--- config.mk ---
export PLATFORM = sky130hd
export DESIGN_NAME = chien_locator
export DESIGN_NICKNAME = d
export VERILOG_FILES = /design/src/rtl/chien_pkg.sv /design/src/rtl/chien_ctrl.sv /design/src/rtl/chien_dp.sv /design/src/rtl/chien_locator.sv
export SDC_FILE = /design/constraint.sdc
export NUM_CORES = 1
export LEC_CHECK = 0
export ABC_AREA = 1
export BUFFER_PORTS_ARGS = -buffer_cell sky130_fd_sc_hd__buf_2
export CAP_MARGIN = 10
export CELL_PAD_IN_SITES_DETAIL_PLACEMENT = 0
export CELL_PAD_IN_SITES_GLOBAL_PLACEMENT = 1
export CORE_MARGIN = 2
export CORE_UTILIZATION = 44
export CTS_CLUSTER_DIAMETER = 60
export DETAILED_ROUTE_END_ITERATION = 6
export GPL_TIMING_DRIVEN = 0
export PLACE_DENSITY_LB_ADDON = 0.1
export REMOVE_ABC_BUFFERS = 1
export SYNTH_ARGS = -nofsm -noshare
export SYNTH_HDL_FRONTEND = slang
export SYNTH_SLANG_ARGS = --single-unit
--- constraint.sdc ---
create_clock -name clk -period 2.4 [get_ports clk]
set_clock_uncertainty 0.05 [all_clocks]
set_input_delay 0.6 -clock clk [delete_from_list [all_inputs] [get_ports clk]]
set_output_delay 0.6 -clock clk [all_outputs]
set_load 0.02 [all_outputs]
--- src/rtl/chien_pkg.sv ---
package chien_pkg;
  localparam int M = 4;
  localparam logic [M:0] PRIM = 5'b10011;
  localparam int N = (1 << M) - 1;
  localparam int CNT_W = $clog2(N + 1);

  typedef logic [M-1:0] gf_t;

  typedef enum logic [1:0] {S_IDLE, S_SEARCH, S_FINISH} state_t;

  typedef struct packed {
    logic load;
    logic step;
    logic finish;
  } ctrlStb_t;

  // multiply by alpha
  function automatic gf_t gfXtime(gf_t a);
    gf_t r;
    r = {a[M-2:0], 1'b0};
    if (a[M-1]) r = r ^ PRIM[M-1:0];
    return r;
  endfunction

  function automatic gf_t gfMul(gf_t a, gf_t b);
    gf_t acc;
    gf_t sh;
    acc = '0;
    sh = a;
    for (int k = 0; k < M; k++) begin
      if (b[k]) acc = acc ^ sh;
      sh = gfXtime(sh);
    end
    return acc;
  endfunction

  // alpha^e for 0 <= e < N
  function automatic gf_t gfPow(int unsigned e);
    gf_t r;
    r = gf_t'(1);
    for (int k = 0; k < N; k++) begin
      if (k < int'(e)) r = gfXtime(r);
    end
    return r;
  endfunction
endpackage

--- src/rtl/chien_ctrl.sv ---
module chien_ctrl
  import chien_pkg::*;
(
  input  logic             clk,
  input  logic             rstN,
  input  logic             start,
  output ctrlStb_t         stb,
  output logic [CNT_W-1:0] stepIdx,
  output logic             busy
);
  state_t state;
  logic [CNT_W-1:0] stepCnt;

  always_ff @(posedge clk) begin
    if (!rstN) begin
      state   <= S_IDLE;
      stepCnt <= '0;
    end else begin
      case (state)
        S_IDLE: begin
          if (start) begin
            state   <= S_SEARCH;
            stepCnt <= '0;
          end
        end
        S_SEARCH: begin
          stepCnt <= stepCnt + CNT_W'(1);
          if (stepCnt == CNT_W'(N - 1)) state <= S_FINISH;
        end
        S_FINISH: state <= S_IDLE;
        default:  state <= S_IDLE;
      endcase
    end
  end

  always_comb begin
    stb.load   = (state == S_IDLE) && start;
    stb.step   = (state == S_SEARCH);
    stb.finish = (state == S_FINISH);
    busy       = (state != S_IDLE);
    stepIdx    = stepCnt;
  end
endmodule

--- src/rtl/chien_dp.sv ---
module chien_dp
  import chien_pkg::*;
#(
  parameter int T = 3
) (
  input  logic               clk,
  input  logic               rstN,
  input  ctrlStb_t           stb,
  input  logic [CNT_W-1:0]   stepIdx,
  input  logic [(T+1)*M-1:0] lambda,
  input  logic [N-1:0]       rxWord,
  output logic [N-1:0]       corrWord,
  output logic [N-1:0]       errMask,
  output logic [CNT_W-1:0]   errCount,
  output logic               fail,
  output logic               done,
  output logic [N-1:0]       heldWord
);
  gf_t termVec [T+1];

  // one term register per coefficient, each stepped by its own constant alpha^(-i)
  for (genvar i = 0; i <= T; i++) begin : gTerm
    localparam gf_t STEP_C = gfPow((N - i) % N);
    gf_t termQ;
    always_ff @(posedge clk) begin
      if (!rstN)         termQ <= '0;
      else if (stb.load) termQ <= lambda[i*M +: M];
      else if (stb.step) termQ <= gfMul(termQ, STEP_C);
    end
    assign termVec[i] = termQ;
  end

  gf_t sumVal;
  logic isRoot;
  always_comb begin
    sumVal = '0;
    for (int i = 0; i <= T; i++) sumVal = sumVal ^ termVec[i];
    isRoot = (sumVal == '0);
  end

  logic [CNT_W-1:0] degIn;
  always_comb begin
    degIn = '0;
    for (int i = 1; i <= T; i++) begin
      if (lambda[i*M +: M] != '0) degIn = CNT_W'(i);
    end
  end

  logic [N-1:0]     wordQ;
  logic [N-1:0]     maskQ;
  logic [CNT_W-1:0] cntQ;
  logic [CNT_W-1:0] degQ;

  always_ff @(posedge clk) begin
    if (!rstN) begin
      wordQ <= '0;
      maskQ <= '0;
      cntQ  <= '0;
      degQ  <= '0;
    end else if (stb.load) begin
      wordQ <= rxWord;
      maskQ <= '0;
      cntQ  <= '0;
      degQ  <= degIn;
    end else if (stb.step && isRoot) begin
      maskQ[stepIdx] <= 1'b1;
      cntQ           <= cntQ + CNT_W'(1);
    end
  end

  logic mismatch;
  assign mismatch = (cntQ != degQ);

  always_ff @(posedge clk) begin
    if (!rstN) begin
      corrWord <= '0;
      errMask  <= '0;
      errCount <= '0;
      fail     <= 1'b0;
      done     <= 1'b0;
    end else begin
      done <= stb.finish;
      if (stb.finish) begin
        errMask  <= maskQ;
        errCount <= cntQ;
        fail     <= mismatch;
        corrWord <= mismatch ? wordQ : (wordQ ^ maskQ);
      end
    end
  end

  assign heldWord = wordQ;
endmodule

--- src/rtl/chien_locator.sv ---
module chien_locator
  import chien_pkg::*;
#(
  parameter int T = 3
) (
  input  logic               clk,
  input  logic               rstN,
  input  logic               start,
  input  logic [(T+1)*M-1:0] lambda,
  input  logic [N-1:0]       rxWord,
  output logic [N-1:0]       corrWord,
  output logic [N-1:0]       errMask,
  output logic [CNT_W-1:0]   errCount,
  output logic               fail,
  output logic               done
);
  ctrlStb_t         stb;
  logic [CNT_W-1:0] stepIdx;
  logic             busy;
  logic [N-1:0]     heldWord;

  chien_ctrl uCtrl (
    .clk     (clk),
    .rstN    (rstN),
    .start   (start),
    .stb     (stb),
    .stepIdx (stepIdx),
    .busy    (busy)
  );

  chien_dp #(.T(T)) uDp (
    .clk      (clk),
    .rstN     (rstN),
    .stb      (stb),
    .stepIdx  (stepIdx),
    .lambda   (lambda),
    .rxWord   (rxWord),
    .corrWord (corrWord),
    .errMask  (errMask),
    .errCount (errCount),
    .fail     (fail),
    .done     (done),
    .heldWord (heldWord)
  );
endmodule

* Word level (Yosys, flattened, before mapping)
Index checks and enable logic that the tools add are counted.
** Cells by class
- Add/subtract/negate cells :: 2
- $lt $le $gt $ge :: 2
- Eq/ne operators :: 6
- Mux-type cells :: 71
- Bitwise logic cells :: 21
- Reduce and logical (&&, ||, !) cells :: 13
** Operators by type and width (count)
- two-way mux 4 bit :: 52
- bitwise XOR 4 bit :: 9
- two-way mux 2 bit :: 13
- inverter 2 bit :: 9
- two-way mux 15 bit :: 1
- OR 15 bit :: 1
- bitwise XOR 15 bit :: 1
- nonzero test 4 bit :: 3
- adder 4 x 1 -> 4 bit, second input constant :: 2
- case mux 4 bit (2 select lines) :: 1
- less-than comparator 4 x 5 -> 1 bit, second input constant :: 1
- demux 1 bit (select 4 bit) :: 1
- == test 4 bit, second input constant :: 1
- >= comparator 4 x 1 -> 1 bit, second input constant :: 1
- logical NOT 4 bit :: 1
- inequality test 2 bit, second input constant :: 2
- inequality test 4 bit :: 1
- case mux 2 bit (2 select lines) :: 1
- AND reduction 2 bit :: 2
- nonzero test 2 bit :: 2
- logical AND 1 bit :: 3
- == test 2 x 1 -> 1 bit, second input constant :: 1
- == test 2 bit, second input constant :: 1
- logical NOT 2 bit :: 1
- 3 further kinds :: 4
** Storage, ports and cells
- Bits in registers :: 96
- Bits of input ports :: 34
- Output and inout port bits :: 36
- Logic and storage cells :: 130

* Depth between registers and ports, before layout
- Depth in word-level cells :: 18
- Depth in mapped cells :: 12
- Gate-level depth less buffers :: 12

* By module
Synthesis repeated with hierarchy kept, for this count alone.
** Unflattened totals
- Cell total of the unflattened synthesis :: 627
- Area, all modules :: 4494.3 sq um
** By module, submodules not included
- chien_dp :: times used 1, cells an instance 585, area an instance 4202.8 sq um, seq. area each 1761.7 sq um
- chien_ctrl :: times used 1, cells an instance 42, area an instance 291.5 sq um, seq. area each 120.1 sq um

* Worst setup path after synthesis
OpenSTA, ideal clock, no wires.
- Kind :: input -> register
- Start point :: in start
- End point :: reg uDp.gTerm[1].termQ[2]
- Arrival :: 1.324 ns
- Slack :: 0.899 ns
- Cell stages on the path :: 6
- Buffers on the path :: 1
- Path through :: nand3_2 -> inv_2 -> nor2_1 -> buf_2 -> a221oi_1 -> nor2_1
** Between the ends
- Cells in the longest elaborated chain, start to end :: 2
** RTL lines
- start: declaration :: line chien_locator.sv:8 : input logic start,
- logical AND 1 bit (*) :: line chien_ctrl.sv:37 : stb.load = (state == S_IDLE) && start;
- two-way mux 4 bit or nonzero test 2 bit (tied branches)
- end signal: assignment :: line chien_dp.sv:27 : else if (stb.load) termQ <= lambda[i*M +: M];
- end signal: assignment :: line chien_dp.sv:28 : else if (stb.step) termQ <= gfMul(termQ, STEP_C);
- end: declaration :: line chien_dp.sv:24 : gf_t termQ;
Mark *: on every way between the ends. The rest lies on a longest branch, timed or not.
A chain may end at the register's enable or synchronous reset.

* Final worst setup path
- Start point :: reg uDp.cntQ[0]
- End point :: reg uDp.corrWord[3]
** Between the ends
- Cells in the longest elaborated chain, start to end :: 2
** RTL lines
- start: declaration :: line chien_dp.sv:51 : logic [CNT_W-1:0] cntQ;
- start signal: assignment :: line chien_dp.sv:67 : cntQ <= cntQ + CNT_W'(1);
- inequality test 4 bit :: line chien_dp.sv:72 : assign mismatch = (cntQ != degQ);
- two-way mux 15 bit :: line chien_dp.sv:87 : corrWord <= mismatch ? wordQ : (wordQ ^ maskQ);
- end signal: assignment :: line chien_dp.sv:87
- end: declaration :: line chien_dp.sv:12 : output logic [N-1:0] corrWord,
Every way passes these cells.

==> impl_metrics.yaml <==
outcome:
  status: "completed"
finish:
  syn_to_final_growth_pct: 16.0
  antenna_cells: 0
  design_area_mm2: 0.00498
  instances_no_fill: 775
  final_core_util_pct: 51.7
  nets: 676
  num-fill-cells: 1029
  drive_gt1_share_pct: 19.2
yosys:
  syn_area_mm2: 0.00429
  synth.distinct_cells: 36
  synth_edf_count: 0
  synth_top_area_cell: "dfxtp_1"
  ys_seq_area_share_pct: 43.8
  synthTopCellsByArea: "dfxtp_1 (44%), nor2_1 (9.1%), o21ai_0 (8.7%), nand2_1 (6.1%), inv_1 (6.0%)"
  syn_avg_cell_area_um2: 7.40
  postSynthCellCount: 580
  async_flop_share_pct: 0
  yosys_warnings: 0
  synth_top_area_share_pct: 43.8
  synth.ff_latch_count: 94
  ys.flop_type: "dfxtp_1"
power_and_ir_drop:
  p_per_area_mw_per_mm2: 701
  max-vdd-ir-drop_mv: 0.371
  leakage_nw: 2.22
setup_path:
  cp_slowest_cell: "nand4_1"
  cp_cell_sequence: "xnor2_1 -> nand4_1 -> nand2_1 -> o21ai_0 -> o21ai_0 -> inv_1"
  start_kind: "register"
  slowest_delay_ps: 720
  worstSetupPathType: "reg -> reg"
  path_max_fanout: 15
  crit_path_end_kind: "register"
  arrival_ps: 2410
  crit_top_cell: "o21ai_0"
  required_ps: 2620
sta:
  worst_pin_slew_ps: 785
  setup_tns_ps: 0
  rsz0062_at_grt: "no"
  fin_crit_ps: 2190
  relSlewSlack_pct: 47.5
  setup_viol: 0
  finalCritPeriodShare_pct: 91.1
  hold_violations: 0
  final_max_slew_viol_count: 0
  max_freq_mhz: 457
placed_design:
  gp_congestion: 0.796
  dp_cells: 758
  dp_hpwl_um: 6380
  placed_area_mm2: 0.00471
  port_buffers: 69
cts:
  clock-sinks: 94
  numCtsBuffers: 9
  cts.clk_slew.worst_paths_ps: 100
  clock-root-buffer: "clkbuf_8"
  clkLatencyLatePin_ps: 370
  cts_tree: "yes"
  cts_max_path_buffers: 2
  h-tree-depth: 3
routing:
  dr.pass1.iters: 4
  ant_nets: 0
  routed-via-count: 3750
  routedWlPerCell_um: 12.9
  routed_wl_um: 10000
  drt_iter0_markers: 134
  via_per_inst: 4.84
  drcViolationCount: 0
floorplan:
  die-area_mm2: 0.0106
  start_util_pct: 44.5
  core-area_mm2: 0.00964
  fp-row-count: 36
  ios: 70
  chipWidth_um: 103
  die_h_um: 103
global_routing:
  grt_pass1_vias: 3351
  grt_max_degree: 51
  grt_pass1_wl_um: 15800
  grt-ovfl-total: 0
  antenna_found_initial: 0
  grt_use_total_pct: 19.2
job:
  cap_violations: 0
worst_hold_path:
  hold_path.class: "in -> reg"
## timing repair
action / in CTS / in global routing
setup endpoints to repair: 31 / 37
hold buffers: 0 / 0
resized for setup: 3 / 3
pin swaps: 0 / 1
buffers inserted: 0 / 0
cloned: 0 / 1
## cell usage in the layout, fill, tap and decap left out, drive strengths merged
cell type / count
nand2: 82
buf: 69
o211ai: 1
a32o: 1
nand3: 12
inv: 77
o21bai: 4
o31ai: 1
o311ai: 1
dfxtp: 94
clkinv: 2
o41ai: 1
nor4: 1
nor2: 110
a221oi: 3
a31oi: 3
bufinv: 3
nor3: 1
nand4: 2
clkbuf: 10
xor2: 5
a21oi: 42
o21ai: 84
ha: 5
a32oi: 1
clkinvlp: 1
xnor2: 23
a22oi: 1
o22ai: 2
## synth_stat cells, types with 2 or more instances
library cell	number
inv_1	69
dfxtp_1	94
a21oi_1	33
a221oi_1	3
o22ai_1	2
o21bai_1	4
nand3_4	2
xor2_1	5
xnor2_1	23
o21ai_1	9
ha_1	5
nand3_1	9
buf_2	9
inv_2	6
a21oi_2	9
o21ai_0	75
nand2_1	70
clkbuf_1	15
nor2_1	104
nand2_2	12
nor2_2	5
a31oi_1	3
## state kept, by name (all words and copies together) (netlist names)
| register | count |
|---|---|
| uDp.errCount | 4 |
| uDp.heldWord | 15 |
| uCtrl.state | 2 |
| uDp.cntQ | 4 |
| uDp.done | 1 |
| uDp.corrWord | 15 |
| uDp.maskQ | 15 |
| uDp.fail | 1 |
| uCtrl.stepIdx | 4 |
| uDp.errMask | 15 |
| uDp.gTerm.termQ | 16 |
| uDp.degQ | 2 |
## path summary, 6_finish.rpt
kind / start / endpoint / slack (ps) / cells after the start
worst min-delay path: rxWord[7] / uDp.heldWord[7] / 420 / 3
worst max register to register: uDp.cntQ[0] / uDp.corrWord[3] / 210 / 6
worst min register to register: uDp.maskQ[4] / uDp.errMask[4] / 450 / 2
worst max-delay path: uDp.cntQ[0] / uDp.corrWord[3] / 210 / 6
## power by group
| group | internal (W) | switching [W] |
|---|---|---|
| registers | 0.00162 | 0.0000641 |
| clock network | 0.000698 | 0.000588 |
| logic | 0.000175 | 0.000346 |
| total | 0.00249 | 0.000997 |
## metal layers
metal | global-route usage, % | wire (um) | vias to the layer above | share of wire, %
li1 | - | - | 1970 | -
met1 | 24.8 | 4830 | 1684 | 48
met2 | 32.4 | 4640 | 87 | 46
met3 | 3.19 | 449 | 9 | 4.5
met4 | 7.09 | 121 | 0 | 1.2
met5 | 0 | 0 | - | 0
## layout make-up
class	instances	area, um2	share of cell area, %
Clock inverter	7	120	2.41
Timing Repair Buffer	70	368	7.38
Tap cell	133	166	3.34
Multi-Input combinational cell	386	2030	40.8
Clock buffer	9	124	2.49
Inverter	76	290	5.83
Sequential cell	94	1880	37.8
## worst max-delay path: cells and delay by family, from the launching register on
kind / cells / cell delay, ps
buf+inv: 1 / 50
compound gates: 2 / 270
xor+xnor: 1 / 410
flops: 1 / 390
simple gates: 2 / 930
## stage by stage
| stage | worst slack, ps | total power, W | hold slack [ps] |
|---|---|---|---|
| global placement | -649 | 0.00221 | 424 |
| detailed placement | -682 | 0.00223 | 435 |
| finish | 213 | 0.00349 | 424 |
| floorplan | 324 | 0.00208 | 406 |
| global route | 77.9 | 0.00367 | 434 |
| CTS | 26.5 | 0.00352 | 410 |
## cell families after synthesis
family / Yosys count / share of synthesized area (%)
flip-flops: 94 / 43.8
AO/OA/AOI/OAI: 145 / 18.9
adder cells (fa/ha/maj): 5 / 1.46
XOR/XNOR: 28 / 5.71
buffers and inverters: 101 / 9.47
AND/OR/NAND/NOR: 207 / 20.7
(Power assumes the default switching activity.)
